[src/rtl/probe_pkg.sv]
package probe_pkg;
  typedef enum logic [1:0] {
    PS_IDLE = 2'd0,
    PS_ADDR = 2'd1,
    PS_WAIT = 2'd2,
    PS_DONE = 2'd3
  } pollState_t;

  // strobes from control to datapath
  typedef struct packed {
    logic loadAddr;
    logic loadPause;
    logic decPause;
  } dpCtl_t;
endpackage

[src/rtl/probe_ctrl.sv]
module probe_ctrl
  import probe_pkg::*;
(
  input  logic   clk,
  input  logic   rstN,
  input  logic   masterEn,
  input  logic   monitorEn,
  input  logic   addrWr,
  input  logic   busTick,
  input  logic   seqDone,
  input  logic   seqAck,
  input  logic   pauseZero,
  output dpCtl_t ctl,
  output logic   seqReq,
  output logic   readyPulse,
  output logic   busy
);
  pollState_t stateQ, stateD;
  logic enOk;

  assign enOk = masterEn & monitorEn;

  always_comb begin
    stateD = stateQ;
    ctl    = '0;
    unique case (stateQ)
      PS_IDLE: if (addrWr && enOk) begin
        stateD       = PS_ADDR;
        ctl.loadAddr = 1'b1;
      end
      PS_ADDR: begin
        if (!enOk) stateD = PS_IDLE;
        else if (seqDone) begin
          if (seqAck) stateD = PS_DONE;
          else begin
            stateD        = PS_WAIT;
            ctl.loadPause = 1'b1;
          end
        end
      end
      PS_WAIT: begin
        if (!enOk) stateD = PS_IDLE;
        else if (busTick) begin
          if (pauseZero) stateD = PS_ADDR;
          else ctl.decPause = 1'b1;
        end
      end
      PS_DONE: stateD = PS_IDLE;
      default: stateD = PS_IDLE;
    endcase
  end

  always_ff @(posedge clk or negedge rstN) begin
    if (!rstN) stateQ <= PS_IDLE;
    else       stateQ <= stateD;
  end

  assign seqReq     = (stateQ == PS_ADDR);
  assign readyPulse = (stateQ == PS_DONE);
  assign busy       = (stateQ != PS_IDLE);
endmodule

[src/rtl/probe_dp.sv]
module probe_dp
  import probe_pkg::*;
#(
  parameter int ADDR_W  = 10,
  parameter int SHORT_W = 7,
  parameter int PAUSE_W = 4
) (
  input  logic               clk,
  input  logic               rstN,
  input  dpCtl_t             ctl,
  input  logic               shortAddr,
  input  logic [ADDR_W-1:0]  addrIn,
  input  logic [PAUSE_W-1:0] pauseVal,
  output logic [ADDR_W-1:0]  seqAddr,
  output logic               seqTenBit,
  output logic               pauseZero
);
  localparam int HI_W = ADDR_W - SHORT_W;

  logic [ADDR_W-1:0]  addrQ, addrSel;
  logic               tenQ;
  logic [PAUSE_W-1:0] cntQ;

  generate
    if (HI_W > 0) begin : g_mask
      assign addrSel = shortAddr ? {{HI_W{1'b0}}, addrIn[SHORT_W-1:0]} : addrIn;
    end else begin : g_nomask
      assign addrSel = addrIn;
    end
  endgenerate

  always_ff @(posedge clk or negedge rstN) begin
    if (!rstN) begin
      addrQ <= '0;
      tenQ  <= 1'b0;
    end else if (ctl.loadAddr) begin
      addrQ <= addrSel;
      tenQ  <= ~shortAddr;
    end
  end

  always_ff @(posedge clk or negedge rstN) begin
    if (!rstN)              cntQ <= '0;
    else if (ctl.loadPause) cntQ <= pauseVal;
    else if (ctl.decPause)  cntQ <= cntQ - 1'b1;
  end

  assign seqAddr   = addrQ;
  assign seqTenBit = tenQ;
  assign pauseZero = (cntQ == '0);
endmodule

[src/rtl/probe_poller.sv]
module probe_poller
  import probe_pkg::*;
#(
  parameter int ADDR_W  = 10,
  parameter int SHORT_W = 7,
  parameter int PAUSE_W = 4
) (
  input  logic               clk,
  input  logic               rstN,
  input  logic               masterEn,
  input  logic               monitorEn,
  input  logic               shortAddr,
  input  logic               addrWr,
  input  logic [ADDR_W-1:0]  addrIn,
  input  logic [PAUSE_W-1:0] pauseVal,
  input  logic               busTick,
  output logic               seqReq,
  output logic [ADDR_W-1:0]  seqAddr,
  output logic               seqTenBit,
  input  logic               seqDone,
  input  logic               seqAck,
  output logic               readyPulse,
  output logic               busy
);
  dpCtl_t ctl;
  logic   pauseZero;

  probe_ctrl u_ctrl (
    .clk(clk), .rstN(rstN), .masterEn(masterEn), .monitorEn(monitorEn),
    .addrWr(addrWr), .busTick(busTick), .seqDone(seqDone), .seqAck(seqAck),
    .pauseZero(pauseZero), .ctl(ctl), .seqReq(seqReq),
    .readyPulse(readyPulse), .busy(busy)
  );

  probe_dp #(.ADDR_W(ADDR_W), .SHORT_W(SHORT_W), .PAUSE_W(PAUSE_W)) u_dp (
    .clk(clk), .rstN(rstN), .ctl(ctl), .shortAddr(shortAddr),
    .addrIn(addrIn), .pauseVal(pauseVal), .seqAddr(seqAddr),
    .seqTenBit(seqTenBit), .pauseZero(pauseZero)
  );
endmodule

[config.mk]
export PLATFORM = sky130hd
export DESIGN_NAME = probe_poller
export DESIGN_NICKNAME = d
export VERILOG_FILES = /design/src/rtl/probe_pkg.sv /design/src/rtl/probe_ctrl.sv /design/src/rtl/probe_dp.sv /design/src/rtl/probe_poller.sv
export SDC_FILE = /design/constraint.sdc
export NUM_CORES = 1
export LEC_CHECK = 0
export ABC_AREA = 1
export CORE_MARGIN = 10
export CORE_UTILIZATION = 41
export DETAILED_ROUTE_END_ITERATION = 7
export DONT_BUFFER_PORTS = 1
export GPL_TIMING_DRIVEN = 0
export HOLD_SLACK_MARGIN = 0.1
export RECOVER_POWER = 100
export SLEW_MARGIN = 15
export SYNTH_ARGS = -nofsm -noshare
export SYNTH_HDL_FRONTEND = slang
export SYNTH_SLANG_ARGS = --single-unit
[constraint.sdc]
create_clock -name clk -period 1.48 [get_ports clk]
set_input_delay 0.074 -clock clk [delete_from_list [all_inputs] [get_ports clk]]
set_output_delay 0.074 -clock clk [all_outputs]
set_load 0.005 [all_outputs]
==> impl_results.md, run 1 <==
- Die ar.: 0.00453 sq mm
- Wirelength per Cell: 12.2 microns
- Arrival @ worst endpoint: 1.47 ns
- Sw frac: 0.386
- Synthesized area per cell: 7.46 sq um
- Initial antenna violation count: 0
- Via density: 4.67
- Post-route ant nets: 0
- Dpl ws: 0.223 ns
- Die height: 67.3 microns
- Hold Vio Cnt, Final: 0
- Worst setup margin: 0.186 ns
- Worst R2R Start: u_ctrl.stateQ[0]$_DFFE_PN0P_
- Clock power share: 0.142
- # IOs: 37
- Drt drc: 0
- CTS Buf Count: 3
- Setup TNS: 0 ns
- Share of cells above drive strength 1: 0.102
- Clock slew at reported path FFs: 0.09 ns
- Leak Pwr: 0.630 nW
- Min Tclk post-route: 1.29 ns
- NetSw: 0.634 mW
- Clock Latency Late Sink: 0.28 ns
- CP startpoint: u_ctrl.stateQ[0]$_DFFE_PN0P_
- Final hold slack: 0.167 ns
- Maximum clock path buffer count: 2
- CTS tree: yes
- Gate Count Post-Synth: 123
- Cell area after layout: 0.00118 sq mm
- Fmax: 0.773 GHz
- CP Max Fanout: 10
- CTS Sinks: 17
- # diodes: 0
- CP Capture Type: register
- Skew final: 0.00265 ns
- Drt pass-1 iters: 4
- Nets: 172
- Worst-Margin Slew: 0.740 ns
- Initial core utilization: 0.423
- CP Data Required Time: 1.65 ns
- Routability cong.: 0.835
- Routed wire length: 2.13 mm
- Register area share after synthesis: 0.464
- Placed instance count: 151
- Outcome: completed
- H-Tree Level Count: 1
- Largest net degree at the start of global routing: 18
- Most common cell after layout, fill and taps aside: nand2_1
- Port buffer count: 0
- Setup Buffers After CTS: 0
- Int Pwr: 1.01 mW
- First-pass GRT wire length: 3.73 mm
- Cell area power density: 1400 mW/mm^2
- Area Growth Syn to Fin: 28.5%
- Non-Filler Instances: 175
- CP Class: register to register
- Synth warnings: 0
- Number of unique standard cell types used by synthesis: 17
- Relative slew slack: 0.505
- Max Cap Viol: 0
- Via count: 818
- Element type at the critical path start: register
- Iter 0 DRT Violations: 33
- Final Cycle Share: 0.874
- Number of synthesized register bits: 17
- CTS root buf: clkbuf_4
- Post-Syn Area: 917 sq um
- Post-CTS Resized: 0
- Final Max Tran Viols: 0
- GRT Resource Usage Total: 0.100
- Most frequent cells in the layout: nand2_1, dlygate4sd3_1, dfrtp_1
- Fill count: 200
- Num rows: 17
- Final setup viols: 0
- Flop pwr share: 0.498
- Post-DP HPWL: 1.66 mm
- Core area: 0.00217 sq mm
- DIE WIDTH: 67.3 microns
- Syn nets: 147
- FF-to-FF setup slack: 0.19 ns
- Grt ovf: 0
- DP Area: 952 sq um
- Worst Hold Launch: monitorEn
- Logic pwr share: 0.359
- Vias in the first global route: 867
- VDD IR max: 0.000712 V
- Hold WC Path Type: input pin to register
- RSZ-0062 raised after global routing: no
## worst max-delay path, stage by stage, from the launching register on
cell	delay (ns)
dfrtp_1	0.43
nor2_2	0.16
inv_1	0.11
nor3_4	0.14
inv_1	0.10
buf_6	0.15
nand2_1	0.05
nand2_1	0.05
## cell type report
cell class / count / area, sq um / share of cell area
Inverter: 14 / 52.6 / 0.0446
Buffer: 2 / 22.5 / 0.0191
Timing Repair Buffer: 20 / 200 / 0.170
Sequential cell: 17 / 425 / 0.361
Tap cell: 28 / 35.0 / 0.0297
Multi-Input combinational cell: 90 / 417 / 0.354
Clock buffer: 4 / 26.3 / 0.0223
## final timing paths
kind | to | depth (start not counted)
hold / removal | u_ctrl.stateQ[1]$_DFFE_PN0P_ | 4
setup reg to reg | u_dp.seqAddr[2]$_DFFE_PN0P_ | 7
setup / recovery | u_dp.seqAddr[2]$_DFFE_PN0P_ | 7
hold reg to reg | u_dp.cntQ[0]$_DFFE_PN0P_ | 2
min in group asynchronous | u_dp.seqAddr[7]$_DFFE_PN0P_ | 1
max in group asynchronous | u_dp.seqAddr[5]$_DFFE_PN0P_ | 1
## Yosys cell counts
cell / instances / area share
buf_6: 2 / 0.025
nor3_4: 1 / 0.018
o21ai_0: 1 / 0.0055
xor2_1: 1 / 0.0096
nor2_2: 4 / 0.027
inv_1: 10 / 0.041
nor2_4: 1 / 0.012
nand3b_1: 2 / 0.016
nand3_2: 1 / 0.011
inv_2: 4 / 0.016
nand2_2: 2 / 0.014
nor2_1: 4 / 0.016
nand3_1: 11 / 0.060
nand2_1: 60 / 0.25
ha_1: 1 / 0.014
dfrtp_1: 17 / 0.46
o21ai_1: 1 / 0.0055
## metrics by stage
step / utilization / power (mW)
4_1_cts: 0.543 / 1.68
5_1_grt: 0.543 / 1.82
3_5_place_dp: 0.439 / 1.39
2_1_floorplan: - / 1.25
6_report: 0.543 / 1.64
3_3_place_gp: 0.439 / 1.36
## repair_timing
item | 4_1_cts | 5_1_grt
hold buffers | 20 | 0
endpoints found under the setup margin | 0 | 0
hold endpoints to repair | 34 | 0
## sequential cells by signal (all words and copies together), names as in the netlist
| signal | count |
|---|---|
| u_dp.seqTenBit | 1 |
| u_dp.cntQ | 4 |
| u_dp.seqAddr | 10 |
| u_ctrl.stateQ | 2 |
## routing by layer
layer,GRT usage,share of wire,up-vias
met5,0,0,-
met4,0.0462,0.013,0
met3,0.0264,0.10,2
met2,0.168,0.46,28
met1,0.117,0.43,367
li1,-,-,421
## power by group through the flow
| stage | logic (mW) | clock network [mW] | registers, mW |
|---|---|---|---|
| CTS | 0.607 | 0.250 | 0.826 |
| floorplan | 0.469 | 0 | 0.783 |
| finish | 0.591 | 0.234 | 0.820 |
| detailed placement | 0.554 | 0 | 0.833 |
| global placement | 0.529 | 0 | 0.829 |
| global route | 0.702 | 0.265 | 0.849 |
## cells by family (layout without fill, tap and decap cells)
kind of cell    after synthesis  after routing  share of synthesized area
flops                        17             17                      0.464
compound gates                2              2                     0.0109
xor+xnor                      1              1                    0.00955
buf+inv                      16             40                     0.0819
simple gates                 86             86                      0.420
fa+ha+maj                     1              1                     0.0136
(Power assumes the default switching activity.)
==> run 2, diff against run 1 <==
--- a/config.mk
+++ b/config.mk
@@ -7,7 +7,7 @@
 export LEC_CHECK = 0
 export ABC_AREA = 1
 export CORE_MARGIN = 10
-export CORE_UTILIZATION = 41
+export CORE_UTILIZATION = 40
 export DETAILED_ROUTE_END_ITERATION = 7
 export DONT_BUFFER_PORTS = 1
 export GPL_TIMING_DRIVEN = 0
==> impl_results.md, run 2 (synthesis results as in run 1) <==
- Outcome: completed (unchanged)
- Maximum clock path buffer count: 2 (unchanged)
- Grt ovf: 0 (unchanged)
- Wirelength per Cell: 12.3 microns (was 12.2 microns)
- Most frequent cells in the layout: nand2_1, dlygate4sd3_1, dfrtp_1 (unchanged)
- Cell depth of the worst flop-to-flop path: 7 (unchanged)
- Final hold slack: 0.125 ns (was 0.167 ns)
- Die ar.: 0.00461 sq mm (was 0.00453 sq mm)
- Non-Filler Instances: 175 (unchanged)
- Area Growth Syn to Fin: 28.5% (unchanged)
- CP most frequent cell: nand2_1
- Share of cells above drive strength 1: 0.109 (was 0.102)
- Drt drc: 0 (unchanged)
- # diodes: 0 (unchanged)
- CTS root buf: clkbuf_4 (unchanged)
- Element type at the critical path start: register (unchanged)
- RSZ-0062 raised after global routing: no (unchanged)
- Port buffer count: 0 (unchanged)
- Initial antenna violation count: 0 (unchanged)
- CP Class: register to register (unchanged)
- CP peak stage delay: 0.43 ns (about the same)
- Worst R2R Start: u_ctrl.stateQ[0]$_DFFE_PN0P_ (unchanged)
- Max Cap Viol: 0 (unchanged)
- Critical Path Slowest Stage Cell: dfrtp_1 (unchanged)
- First-pass GRT wire length: 3.71 mm (was 3.73 mm)
- GRT Resource Usage Total: 0.101 (was 0.100)
- Die height: 67.9 microns (was 67.3 microns)
- Most common cell after layout, fill and taps aside: nand2_1 (unchanged)
- Clock Latency Late Sink: 0.28 ns (about the same)
- Placed instance count: 151 (unchanged)
- VDD IR max: 0.000692 V (was 0.000712 V)
- CTS Buf Count: 3 (unchanged)
- Vias in the first global route: 842 (was 867)
- Num rows: 17 (unchanged)
- Final Max Tran Viols: 0 (unchanged)
- Max FFs per register: 10 (unchanged)
- Routed wire length: 2.16 mm (was 2.13 mm)
- Via count: 824 (was 818)
- Worst flop-to-flop path endpoint: u_dp.seqAddr[7]$_DFFE_PN0P_ (was u_dp.seqAddr[2]$_DFFE_PN0P_)
- CP Data Required Time: 1.66 ns (was 1.65 ns)
- Routability cong.: 0.839 (was 0.835)
- Hold EP: u_dp.seqTenBit$_DFFE_PN0P_ (was u_ctrl.stateQ[1]$_DFFE_PN0P_)
- Final Cycle Share: 0.863 (was 0.874)
- Initial core utilization: 0.419 (was 0.423)
- Relative slew slack: 0.491 (was 0.505)
- Hold path cells: 4 (unchanged)
- # IOs: 37 (unchanged)
- CP Max Fanout: 10 (unchanged)
- Nets: 172 (unchanged)
- Via density: 4.71 (was 4.67)
- Cell area power density: 1400 mW/mm^2 (about the same)
- Cells along the critical path: nor2_2, inv_1, nor3_4, inv_2, buf_6, nand2_1, nand2_1 (was nor2_2, inv_1, nor3_4, inv_1, buf_6, nand2_1, nand2_1)
- Worst-Margin Slew: 0.762 ns (was 0.740 ns)
- Post-route ant nets: 0 (unchanged)
- CTS Sinks: 17 (unchanged)
- Final setup viols: 0 (unchanged)
- Clock slew at reported path FFs: 0.09 ns (about the same)
- Min Tclk post-route: 1.28 ns (was 1.29 ns)
- Arrival @ worst endpoint: 1.46 ns (was 1.47 ns)
- Skew final: 0.000806 ns (was 0.00265 ns)
- Setup TNS: 0 ns (unchanged)
- Worst Hold Launch: monitorEn (unchanged)
- CP Capture Type: register (unchanged)
- CTS tree: yes (unchanged)
- DIE WIDTH: 67.9 microns (was 67.3 microns)
- Post-DP HPWL: 1.61 mm (was 1.66 mm)
- Hold Vio Cnt, Final: 0 (unchanged)
- H-Tree Level Count: 1 (unchanged)
- Drt pass-1 iters: 4 (unchanged)
- FF-to-FF setup slack: 0.20 ns (was 0.19 ns)
- Leak Pwr: 0.630 nW (about the same)
- Largest net degree at the start of global routing: 18 (unchanged)
- Hold WC Path Type: input pin to register (unchanged)
- Core area: 0.00219 sq mm (was 0.00217 sq mm)
- Iter 0 DRT Violations: 21 (was 33)
- Fmax: 0.783 GHz (was 0.773 GHz)
-- run 2: cell types whose count changed in the layout (fill, tap and decap cells not counted) --
cell   previous run  this run
inv_2             1         2
inv_1            13        12
-- run 2: where the power goes --
group / total (mW) / switching [mW] / internal (mW) / leakage [nW]
logic: 0.593 / 0.338 / 0.254 / 0.398
clock network: 0.237 / 0.133 / 0.104 / 0.0150
registers: 0.819 / 0.166 / 0.653 / 0.217
-- run 2: per-stage QoR --
stage | cell area (sq um) | power (mW) | utilization | worst slack, ns
after global placement | 952 | 1.36 | 0.435 | 0.231
after floorplan | 917 | 1.25 | - | 0.329
final | 1180 | 1.65 | 0.538 | 0.203
after global routing | 1180 | 1.84 | 0.538 | 0.0638
after CTS | 1180 | 1.68 | 0.538 | 0.200
after detailed placement | 952 | 1.38 | 0.435 | 0.222
-- run 2: area by class of cell --
type	instances	area (sq um)
plain buffers	2	22.5
clock buffers	4	26.3
fillers	206	1010
inverters	14	52.6
multi-input cells	90	417
flip-flops and latches	17	425
well taps	28	35.0
repair buffers	20	200
-- run 2: worst max path at each step --
stage               slack (ns)                         start                     endpoint
detailed placement        0.22  u_ctrl.stateQ[0]$_DFFE_PN0P_  u_dp.seqAddr[9]$_DFFE_PN0P_
global route              0.06  u_ctrl.stateQ[0]$_DFFE_PN0P_  u_dp.seqAddr[9]$_DFFE_PN0P_
CTS                       0.20  u_ctrl.stateQ[1]$_DFFE_PN0P_     u_dp.cntQ[3]$_DFFE_PN0P_
floorplan                 0.33  u_ctrl.stateQ[0]$_DFFE_PN0P_  u_dp.seqAddr[7]$_DFFE_PN0P_
finish                    0.20  u_ctrl.stateQ[0]$_DFFE_PN0P_  u_dp.seqAddr[7]$_DFFE_PN0P_
global placement          0.23  u_ctrl.stateQ[0]$_DFFE_PN0P_  u_dp.seqAddr[9]$_DFFE_PN0P_
-- run 2: layer usage --
metal | vias up | track usage | wire [microns]
met1 | 373 | 0.114 | 906
met3 | 0 | 0.0245 | 225
met5 | - | 0 | 0
met2 | 30 | 0.169 | 1030
li1 | 421 | - | -
met4 | 0 | 0.0603 | 0
-- run 2: what timing repair did --
item                      CTS  global route
resized for setup           0             0
hold buffers               20             0
buffers inserted            0             0
hold endpoints to repair   34             0
-- run 2: worst max-delay path: cells and delay by family (launching register included) --
family	cells	cell delay [ns]
DFF	1	0.43
buffers and inverters	3	0.31
and+or+nand+nor	4	0.43
